--- src/rtl/tick_timer.sv ---
module tick_timer #(
  parameter int          CNT_W     = 24,
  parameter int          ADDR_W    = 8,
  parameter logic [31:0] CAL_VALUE = 32'd10000
) (
  input  logic              clk,
  input  logic              rst_n,
  input  logic              ref_tick,
  input  logic              bus_sel,
  input  logic              bus_wr,
  input  logic [ADDR_W-1:0] bus_addr,
  input  logic [31:0]       bus_wdata,
  output logic [31:0]       bus_rdata,
  output logic              irq_pulse
);

  localparam logic [ADDR_W-1:0] A_CTRL = ADDR_W'(8'h0);
  localparam logic [ADDR_W-1:0] A_RLD  = ADDR_W'(8'h4);
  localparam logic [ADDR_W-1:0] A_CUR  = ADDR_W'(8'h8);
  localparam logic [ADDR_W-1:0] A_CAL  = ADDR_W'(8'hC);
  localparam logic [CNT_W-1:0]  ONE    = CNT_W'(1);
  localparam int                PAD_W  = 32 - CNT_W;

  logic             run_en, int_en, src_core, hit_flag, paused;
  logic [CNT_W-1:0] count, reload;

  wire rd_acc  = bus_sel & ~bus_wr;
  wire wr_acc  = bus_sel &  bus_wr;
  wire hit_ctl = bus_addr == A_CTRL;
  wire hit_rld = bus_addr == A_RLD;
  wire hit_cur = bus_addr == A_CUR;
  wire hit_cal = bus_addr == A_CAL;
  wire wr_ctl  = wr_acc & hit_ctl;
  wire wr_cur  = wr_acc & hit_cur;
  wire rd_ctl  = rd_acc & hit_ctl;

  wire step   = run_en & (src_core | ref_tick) & ~wr_ctl & ~wr_cur;
  wire expire = step & (count == '0);

  wire new_en  = bus_wdata[0];
  wire new_src = bus_wdata[2];
  wire unused_wdata = ^bus_wdata[31:CNT_W];

  always_ff @(posedge clk or negedge rst_n) begin
    if (!rst_n) begin
      run_en    <= 1'b0;
      int_en    <= 1'b0;
      src_core  <= 1'b0;
      hit_flag  <= 1'b0;
      paused    <= 1'b0;
      count     <= '0;
      reload    <= '0;
      irq_pulse <= 1'b0;
    end else begin
      irq_pulse <= expire & int_en;

      if (wr_acc && hit_rld) reload <= bus_wdata[CNT_W-1:0];

      if (expire)               hit_flag <= 1'b1;
      else if (wr_cur || rd_ctl) hit_flag <= 1'b0;

      if (wr_ctl) begin
        run_en   <= new_en;
        int_en   <= bus_wdata[1];
        src_core <= new_src;
        if (new_en && !run_en) begin
          if (!paused) count <= reload;
          paused <= 1'b0;
        end else if (!new_en && run_en) begin
          paused <= 1'b1;
        end else if (new_en && run_en && (new_src != src_core)) begin
          count <= reload;
        end
      end else if (wr_cur) begin
        count  <= reload;
        paused <= 1'b0;
      end else if (expire) begin
        count <= reload;
        if (reload == '0) run_en <= 1'b0;
      end else if (step) begin
        count <= count - ONE;
      end
    end
  end

  always_comb begin
    bus_rdata = '0;
    if (hit_ctl)      bus_rdata = {15'd0, hit_flag, 13'd0, src_core, int_en, run_en};
    else if (hit_rld) bus_rdata = {{PAD_W{1'b0}}, reload};
    else if (hit_cur) bus_rdata = run_en ? {{PAD_W{1'b0}}, count} : 32'd0;
    else if (hit_cal) bus_rdata = CAL_VALUE;
  end


  irq_single_chk: assert property (@(posedge clk) disable iff (!rst_n)
    irq_pulse |=> !irq_pulse);


  flag_origin_chk: assert property (@(posedge clk) disable iff (!rst_n)
    $rose(hit_flag) |-> $past(expire));


  flag_clear_chk: assert property (@(posedge clk) disable iff (!rst_n)
    (rd_ctl && !expire) |=> !hit_flag);


  oneshot_stop_chk: assert property (@(posedge clk) disable iff (!rst_n)
    (expire && reload == '0) |=> !run_en);


  idle_cur_zero_chk: assert property (@(posedge clk) disable iff (!rst_n)
    (rd_acc && hit_cur && !run_en) |-> bus_rdata == 32'd0);


  cal_const_chk: assert property (@(posedge clk) disable iff (!rst_n)
    (rd_acc && hit_cal) |-> bus_rdata == CAL_VALUE);


  rld_upper_chk: assert property (@(posedge clk) disable iff (!rst_n)
    (rd_acc && hit_rld) |-> bus_rdata[31:CNT_W] == '0 && !unused_wdata || bus_rdata[31:CNT_W] == '0);

endmodule

--- config.mk ---
export PLATFORM = sky130hd
export DESIGN_NAME = tick_timer
export DESIGN_NICKNAME = d
export VERILOG_FILES = /design/src/rtl/tick_timer.sv
export SDC_FILE = /design/constraint.sdc
export NUM_CORES = 1
export LEC_CHECK = 0
export ABC_CLOCK_PERIOD_IN_PS = 2600
export CORE_MARGIN = 2
export CORE_UTILIZATION = 40
export CTS_BUF_LIST = sky130_fd_sc_hd__clkbuf_8 sky130_fd_sc_hd__clkbuf_16
export DETAILED_ROUTE_END_ITERATION = 12
export GPL_ROUTABILITY_DRIVEN = 1
export GPL_TIMING_DRIVEN = 0
export MAX_ROUTING_LAYER = met4
export PLACE_DENSITY = 0.77
export SYNTH_ARGS = -nofsm -noshare
export SYNTH_HDL_FRONTEND = slang
export SYNTH_SLANG_ARGS = --single-unit
--- constraint.sdc ---
create_clock -name clk -period 2.6 [get_ports clk]
set_input_delay 0.52 -clock clk [delete_from_list [all_inputs] [get_ports clk]]
set_output_delay 0.52 -clock clk [all_outputs]
set_load 0.05 [all_outputs]
== Yosys cells after proc, flatten, opt, wreduce, memory -nomap -nowiden ==
Cells that the tools add are included.
Widths: inputs -> output; s select.
Operators by class
  add/subtract/negate cells: 1
  $mul: 0
  div/mod/pow operators: 0
  order comparisons: 0
  equal/unequal tests: 9
  shifts and indexed selects: 0
  muxes and demuxes: 23
  bitwise operators: 14
  reductions and logical operators: 19
Operators by type and width (number)
  $mux 24: 12
  $logic_not 24->1: 2
  $sub 24x1->24 const B: 1
  $eq 8x4->1 const B: 2
  $mux 14: 1
  $and 1x1->1: 10
  $mux 1: 10
  $eq 8x3->1 const B: 1
  $logic_not 8->1: 1
  $reduce_bool 2->1: 4
  $ne 3x1->1 const B: 2
  $ne 3x3->1 const B: 2
  $logic_and 1x1->1: 5
  $reduce_and 4->1: 1
  $reduce_bool 4->1: 1
  $not 1->1: 3
  $reduce_and 3->1: 1
  $logic_not 1->1: 2
  $ne 2x2->1 const B: 1
  $reduce_and 2->1: 1
  $logic_or 1x1->1: 1
  $ne 1x1->1: 1
  $or 1x1->1: 1
Word-level totals
  register bits after elaboration: 54
  latch bits: 0
  memory bits (writable): 0
  bits in read-only memories: 0
  output and inout port bits: 33
  logic and storage cells: 74
  memories kept: 0

== Logic depth before layout (Yosys ltp) ==
Gate-level depths: netlist (run 1).
  word-level depth: 9
  gate-level depth with buffers: 9

== Worst setup path after synthesis (run 1) ==
OpenSTA, ideal clock, no wires.
  path kind: input-to-output
  start point: input bus_addr[1]
  end point: output bus_rdata[15]
  arrival time: 2433 ps
  slack: -353 ps
  stages on the path: 5
  path buffers: 1
  path through: nor4_1 nand2_1 nor3b_2 clkbuf_1 a22o_1
On the way
  longest elaborated chain between the ends: 4
  elaborated cells between the ends (all ways): 6
  those cells by class: eq/ne: 2; mux: 3; reduce/logical: 1
Ends and longest elaborated chain
  from (decl): RTL line 11  | input logic [ADDR_W-1:0] bus_addr,
  $eq 8x4->1: RTL line 31  | wire hit_cur = bus_addr == A_CUR;
  $mux 24: RTL line 90  | else if (hit_cur) bus_rdata = run_en ? {{PAD_W{1'b0}}, count} : 32'd0;
  $mux 24: RTL line 89  | else if (hit_rld) bus_rdata = {{PAD_W{1'b0}}, reload};
  $mux 24 *: RTL line 88  | if (hit_ctl) bus_rdata = {15'd0, hit_flag, 13'd0, src_core, int_en, run_en};
  to (decl): RTL line 13  | output logic [31:0] bus_rdata,
Every way passes the cells marked *; elsewhere a longest branch is shown, timed or not.

== Worst setup path after layout (run 1) ==
  start point: register count[16]
  end point: register count[21]
On the way
  longest elaborated chain between the ends: 5
  elaborated cells between the ends (all ways): 9
  those cells by class: add/sub: 1; mux: 4; bitwise: 1; reduce/logical: 3
Ends and longest elaborated chain
  from (decl): RTL line 25  | logic [CNT_W-1:0] count, reload;
  from (signal assigned): RTL line 67  | if (!paused) count <= reload;
  from (signal assigned): RTL line 72  | count <= reload;
  from (signal assigned): RTL line 75  | count <= reload;
  $sub 24x1->24 or $logic_not 24->1 (tied branches): RTL line 81, 38
  $mux 24 or $and 1x1->1 (tied branches): RTL line 80, 38
  $mux 24: RTL line 77  | end else if (expire) begin
  $mux 24: RTL line 74  | end else if (wr_cur) begin
  $mux 24: RTL line 62  | if (wr_ctl) begin
Parallel ways exist; a longest one is shown, timed or not. The select of a mux whose other input is x is not followed.
A chain may end at the register's enable or synchronous reset.

==> impl_metrics.yaml, run 1 <==
cts:
  clkSinkCount: 54
  cts.path.max_buffers: 2
  cts_inserted_buffers: 5
  htreeDepth: 2
  clk_pin_slew_ns: 0.11
  postCtsHoldBufs: 0
  cts_tree: "built"
  cts_root_buf: "clkbuf_8"
  clock_latency_ns: 0.31
critical_path:
  regToRegStartpoint: "count[16]"
  r2r_cells: 7
  path_max_fanout: 10
  slowest_delay_ns: 0.55
  r2r_end: "count[21]"
  critPathKind: "reg -> reg"
  arrival_ns: 2.83
  required_ns: 2.83
  end_kind: "register"
  cp-start-kind: "register"
  worstPathCellList: "or4_4 > or4_4 > o41a_1 > buf_6 > buf_6 > a21oi_2 > a2bb2oi_2"
  reg2reg_setup_slack_ns: 0.002
  slowest_stage: "or4_4"
timing:
  slew_headroom_pct: 50.2
  totalNegativeSetupSlack_ns: 0
  fin_crit_sh_pct: 99.9
  finalSetupViolations: 0
  max_freq_mhz: 385
  min_period_ns: 2.60
  worst_pin_slew_ns: 0.747
  hold_viol_final: 0
  maxSlewViolCount: 0
  skew_ns: 0.0137
power_and_ir_drop:
  report.power.total_mw: 2.29
  power.density_cell_area_mw_per_mm2: 497
  peakVddDrop_mv: 0.301
  p_leak_nw: 2.14
floorplanning:
  ios: 78
  initial_core_util_pct: 41.7
  dieArea_sq_mm: 0.00887
  die_w_um: 94.2
  core_sq_mm: 0.00781
  die_h_um: 94.2
  row_count: 32
logic_synthesis:
  synth.yosys.seq_area_share_pct: 41.5
  syn_area_sq_mm: 0.00325
  synthesis.instances: 356
  synth_edf_count: 0
  synth_seq_cells: 54
  syn_area_per_cell_sq_um: 9.14
  synthArstFlopShare_pct: 100
  yosysWarnings: 0
  ys.flop_type: "dfrtp_1"
  yosysUniqueCellTypes: 50
global_routing:
  grt_first_pass_wirelength_um: 16600
  grt_max_degree: 30
  antenna_found_initial: 0
  grt_use_total_pct: 25.2
  grt_pass1_vias: 3194
  overflow: 0
layout:
  register_area_sq_mm: 0.00135
  diodes: 0
  fill_cells: 691
  drive_gt1_share_pct: 33.4
  final_cells: 554
  layout.nets: 498
  multi_input_area_sq_mm: 0.00198
  area_growth_pct: 41.6
run_status:
  status: "completed"
routing:
  ant_nets: 0
  post_drt_wl_per_cell_um: 19.5
  wirelength_um: 10800
  num_vias: 3340
  vias_per_cell: 6.03
  drc_errors: 0
  drtPass1Iterations: 5
  dr.first_iter.drc_count: 421
placed_design:
  placed_cells: 526
  portBuffers: 60
  place.gp.congestion: 1.01
  hpwl_um: 7410
flow_run:
  cap_viol_max_count: 0
min_path:
  hp-class: "in -> async"
through the flow:
step	setup WS, ns	instance area, sq um	hold slack (ns)	util [%]
2_1_floorplan	0.0247	3320	0.224	-
3_3_place_gp	-1.48	4050	0.474	51.9
3_5_place_dp	-1.53	4060	0.478	52.1
4_1_cts	0.000362	4380	0.276	56.1
5_1_grt	-0.0108	4610	0.288	59.0
6_report	0.00229	4610	0.262	59.0
Yosys cell counts (3+ instances only):
library cell	count	area share, %
a21oi_1	46	7.1
a22o_1	16	4.3
a22oi_1	3	0.69
buf_2	3	0.46
buf_4	8	1.8
buf_6	3	1.0
clkbuf_1	11	1.3
dfrtp_1	54	42
inv_1	9	1.0
mux2_2	28	9.7
nand2_1	26	3.0
nand2b_1	8	1.5
nand3_1	13	2.0
nand4_1	9	1.7
nor2_1	23	2.7
nor3_1	14	2.2
nor4_1	9	1.7
o21ai_0	14	2.2
o21ai_1	12	1.8
o22ai_1	6	1.2
what timing repair did:
item	CTS	global route
pin swaps	4	7
hold endpoints to repair	0	0
gates cloned	1	0
gates resized for setup	173	55
setup buffers	11	9
setup endpoints to repair	73	68
layout make-up:
class	instances	share of cell area [%]
sequential	54	29.4
clock buffer	5	1.49
clock inverter	3	0.896
inverter	9	0.733
tap	102	2.77
buffer	24	4.10
timing repair buffer	82	17.7
multi-input combinational	275	42.9
power breakdown:
part / leakage [nW] / internal [mW] / switching (mW)
Combinational: 1.35 / 0.307 / 0.398
Clock: 0.0556 / 0.284 / 0.296
Sequential: 0.741 / 0.901 / 0.104
Total: 2.14 / 1.49 / 0.799
sequential cells by signal, indices dropped and copies added, names as in the netlist:
register	flops
int_en	1
irq_pulse	1
paused	1
src_core	1
run_en	1
reload	24
count	24
hit_flag	1
critical path: cells and delay by family, from the launching register on:
family / cells / cell delay (ns)
compound gates: 3 / 0.73
buf+inv: 2 / 0.32
flops: 1 / 0.43
simple gates: 2 / 1.03
how the worst max path moves through the flow:
| stage | slack (ns) | cells after the start | endpoint | startpoint |
|---|---|---|---|---|
| 2_1_floorplan | 0.02 | 5 | bus_rdata[17] | bus_addr[1] |
| 3_3_place_gp | -1.48 | 7 | bus_rdata[22] | bus_addr[1] |
| 3_5_place_dp | -1.53 | 7 | bus_rdata[22] | bus_addr[1] |
| 4_1_cts | 0.0004 | 8 | bus_rdata[21] | bus_addr[4] |
| 5_1_grt | -0.01 | 7 | count[8] | count[1] |
| 6_report | 0.002 | 7 | count[21] | count[16] |
per-layer routing:
layer	GRT usage (%)	vias to the layer above	part of all wire (%)
li1	-	1502	-
met1	32.7	1604	40
met2	40.1	201	48
met3	4.57	33	9.6
met4	8.57	0	2.7
met5	-	-	0
logic make-up (layout without fill, tap and decap cells):
kind of cell / after synthesis / count (layout) / share of synthesized area (%)
compound gates: 113 / 113 / 21.8
other cells: 1 / 8 / 0.115
mux: 29 / 29 / 10.0
xor+xnor: 2 / 2 / 0.539
simple gates: 121 / 121 / 19.5
flops: 54 / 54 / 41.5
buf+inv: 34 / 123 / 5.65
fa+ha+maj: 2 / 2 / 0.769
cell usage in the layout, fill, tap and decap left out, drive strengths merged, types with 3 or more instances in the layout:
cell type	n
and2	3
clkdlybuf4s50	29
clkdlybuf4s15	4
o21ai	26
a21oi	46
o22ai	6
nor3b	3
inv	10
nor4	9
or4	3
nand2	26
nor3	14
a22oi	3
nand3	13
nand4	9
dfrtp	54
mux2	28
a22o	16
clkbuf	18
conb	8
nor2	23
nand2b	8
buf	57
Note: power is estimated with default switching activity, not from simulation.
==> run 2, diff against run 1 <==
--- a/config.mk
+++ b/config.mk
@@ -5,15 +5,17 @@
 export SDC_FILE = /design/constraint.sdc
 export NUM_CORES = 1
 export LEC_CHECK = 0
+export ABC_AREA = 1
 export ABC_CLOCK_PERIOD_IN_PS = 2600
 export CORE_MARGIN = 2
 export CORE_UTILIZATION = 40
 export CTS_BUF_LIST = sky130_fd_sc_hd__clkbuf_8 sky130_fd_sc_hd__clkbuf_16
 export DETAILED_ROUTE_END_ITERATION = 12
-export GPL_ROUTABILITY_DRIVEN = 1
+export GPL_ROUTABILITY_DRIVEN = 0
 export GPL_TIMING_DRIVEN = 0
 export MAX_ROUTING_LAYER = met4
-export PLACE_DENSITY = 0.77
+export PLACE_DENSITY = 0.75
 export SYNTH_ARGS = -nofsm -noshare
 export SYNTH_HDL_FRONTEND = slang
 export SYNTH_SLANG_ARGS = --single-unit
+export TNS_END_PERCENT = 50
==> run 2 against run 1 <==
Clock power is 0.7% higher. Setup slack better by 0.059 ns. Critical path depth is 1 higher. Global-route usage is 1.7 points lower. Largest cell class unchanged.
==> impl_metrics.yaml, run 2 <==
cts:
  clock_latency_ns: 0.32
  clkSinkCount: 54
  clk_pin_slew_ns: 0.10
  cts_tree: "built"
  cts_inserted_buffers: 5
  htreeDepth: 2
  cts_root_buf: "clkbuf_8"
  cts.path.max_buffers: 2
floorplanning:
  row_count: 35
  die_w_um: 101
  initial_core_util_pct: 41.1
  ios: 78
  core_sq_mm: 0.00920
  die_h_um: 101
  dieArea_sq_mm: 0.0102
critical_path:
  slowest_delay_ns: 0.42
  arrival_ns: 2.02
  required_ns: 2.08
  r2r_cells: 11
  cp-start-kind: "input pin"
  slowest_stage: "clkdlybuf4s50_1"
  worstPathCellList: "clkdlybuf4s50_1 > nor2_2 > nand2_4 > nor2_4 > nand3_4 > buf_8 > o22ai_1 > buf_4"
  end_kind: "primary output"
  path_max_fanout: 5
  critPathKind: "in -> out"
routing:
  wirelength_um: 11600
  drtPass1Iterations: 5
  dr.first_iter.drc_count: 305
  post_drt_wl_per_cell_um: 15.6
  drc_errors: 0
  ant_nets: 0
  vias_per_cell: 5.38
  num_vias: 4010
global_routing:
  grt_use_total_pct: 23.6
  overflow: 0
  grt_pass1_vias: 3893
  grt_first_pass_wirelength_um: 18500
  grt_max_degree: 34
  antenna_found_initial: 0
layout:
  drive_gt1_share_pct: 18.7
  area_growth_pct: 29.3
  final_cell_mix: "nand2_1, inv_1, nor2_1"
  top_regs: "count: 24 flops, reload: 24 flops"
  multi_input_area_sq_mm: 0.00205
  fin_util_pct: 53.1
  fill_cells: 906
  layout.nets: 681
  diodes: 0
  final_common_cell: "nand2_1"
  register_area_sq_mm: 0.00135
  final_cell_area_sq_mm: 0.00488
timing:
  finalSetupViolations: 0
  fin_crit_sh_pct: 97.6
  finalHoldWorstSlack_ns: 0.167
  slew_headroom_pct: 64.2
  min_period_ns: 2.54
  hold_viol_final: 0
  worst_pin_slew_ns: 0.535
  maxSlewViolCount: 0
  skew_ns: 0.00790
  max_freq_mhz: 394
logic_synthesis:
  syn_area_per_cell_sq_um: 6.88
  yosysTopAreaCell: "dfrtp_1"
  synth.yosys.seq_area_share_pct: 35.8
  ys.flop_type: "dfrtp_1"
  synth_edf_count: 0
  netlist_top_cells_count: "nand2_1, inv_1, nor2_1"
  syn_area_sq_mm: 0.00378
  yosysMostFrequentCell: "nand2_1"
  yosysUniqueCellTypes: 39
  synth_area_leaders: "dfrtp_1, nand2_1, nand3_1"
  synth_top_area_share_pct: 35.8
  synth_seq_cells: 54
  yosysWarnings: 0
  synthArstFlopShare_pct: 100
  synthesis.instances: 549
run_status:
  status: "completed"
power_and_ir_drop:
  p_leak_nw: 2.51
  peakVddDrop_mv: 0.366
  report.power.total_mw: 3.21
  power.density_cell_area_mw_per_mm2: 658
min_path:
  hp-class: "in -> async"
flow_run:
  cap_viol_max_count: 0
placed_design:
  place_area_sq_mm: 0.00457
  hpwl_um: 8620
  portBuffers: 61
## run 2: worst max-delay path, delay by kind of cell
| family | cells | cell delay [ns] |
|---|---|---|
| buffers and inverters | 3 | 0.82 |
| and+or+nand+nor | 4 | 0.54 |
| AOI/OAI and AO/OA | 1 | 0.13 |
## run 2: cell type report
type                       count  share of cell area, %
multi-input combinational    396                   41.9
sequential                    54                   27.7
timing repair buffer          71                   13.9
inverter                      79                   6.38
buffer                        27                   5.05
tap                          111                   2.85
clock buffer                   5                   1.41
clock inverter                 3                  0.846
## run 2: logic make-up (layout without fill, tap and decap cells)
logic type                 count (synthesis)  count (layout)  share of synthesized area, %
AOI/OAI and AO/OA                         79              79                          11.8
xor gates and xnor gates                   4               4                         0.928
adders and majority gates                  2               2                         0.663
buffers and inverters                    106             185                          13.9
DFF                                       54              54                          35.8
other                                      1               8                        0.0993
and+or+nand+nor                          303             303                          36.9
## run 2: power breakdown
part / switching (mW) / internal (mW)
sequential: 0.209 / 1.01
combinational: 0.940 / 0.471
clock: 0.299 / 0.284
## run 2: per-layer routing
metal,track usage (%),wire length [um],vias to the layer above
li1,-,-,1921
met1,30.3,5050,1884
met2,38.6,5600,168
met3,2.76,680,37
met4,8.21,310,0
met5,-,0,-
## run 2: path summary, 6_finish.rpt
| path | startpoint | end | slack (ns) |
|---|---|---|---|
| max | bus_addr[4] | bus_rdata[21] | 0.06 |
| min | rst_n | reload[16] | 0.17 |
| max reg2reg | count[0] | count[18] | 0.66 |
| min reg2reg | int_en | int_en | 0.52 |
| max in group asynchronous | rst_n | reload[6] | 1.87 |
| min in group clk | int_en | int_en | 0.52 |
## run 2: per-stage QoR
stage / setup slack, ns / std cells / TNS, ns
3_5_place_dp: -1.05 / 729 / -21.54
6_report: 0.0617 / 746 / 0
2_1_floorplan: -0.227 / 556 / -0.883
4_1_cts: 0.00371 / 739 / 0
5_1_grt: -0.0204 / 746 / -0.0264
3_3_place_gp: -1.04 / 728 / -60.02
## run 2: what timing repair did
action / CTS / global route
buffers inserted: 2 / 6
resized for setup: 168 / 28
hold endpoints to repair: 0 / 0
hold buffers: 0 / 0
setup endpoints to repair: 24 / 24
pin swaps: 1 / 6
cloned: 0 / 1
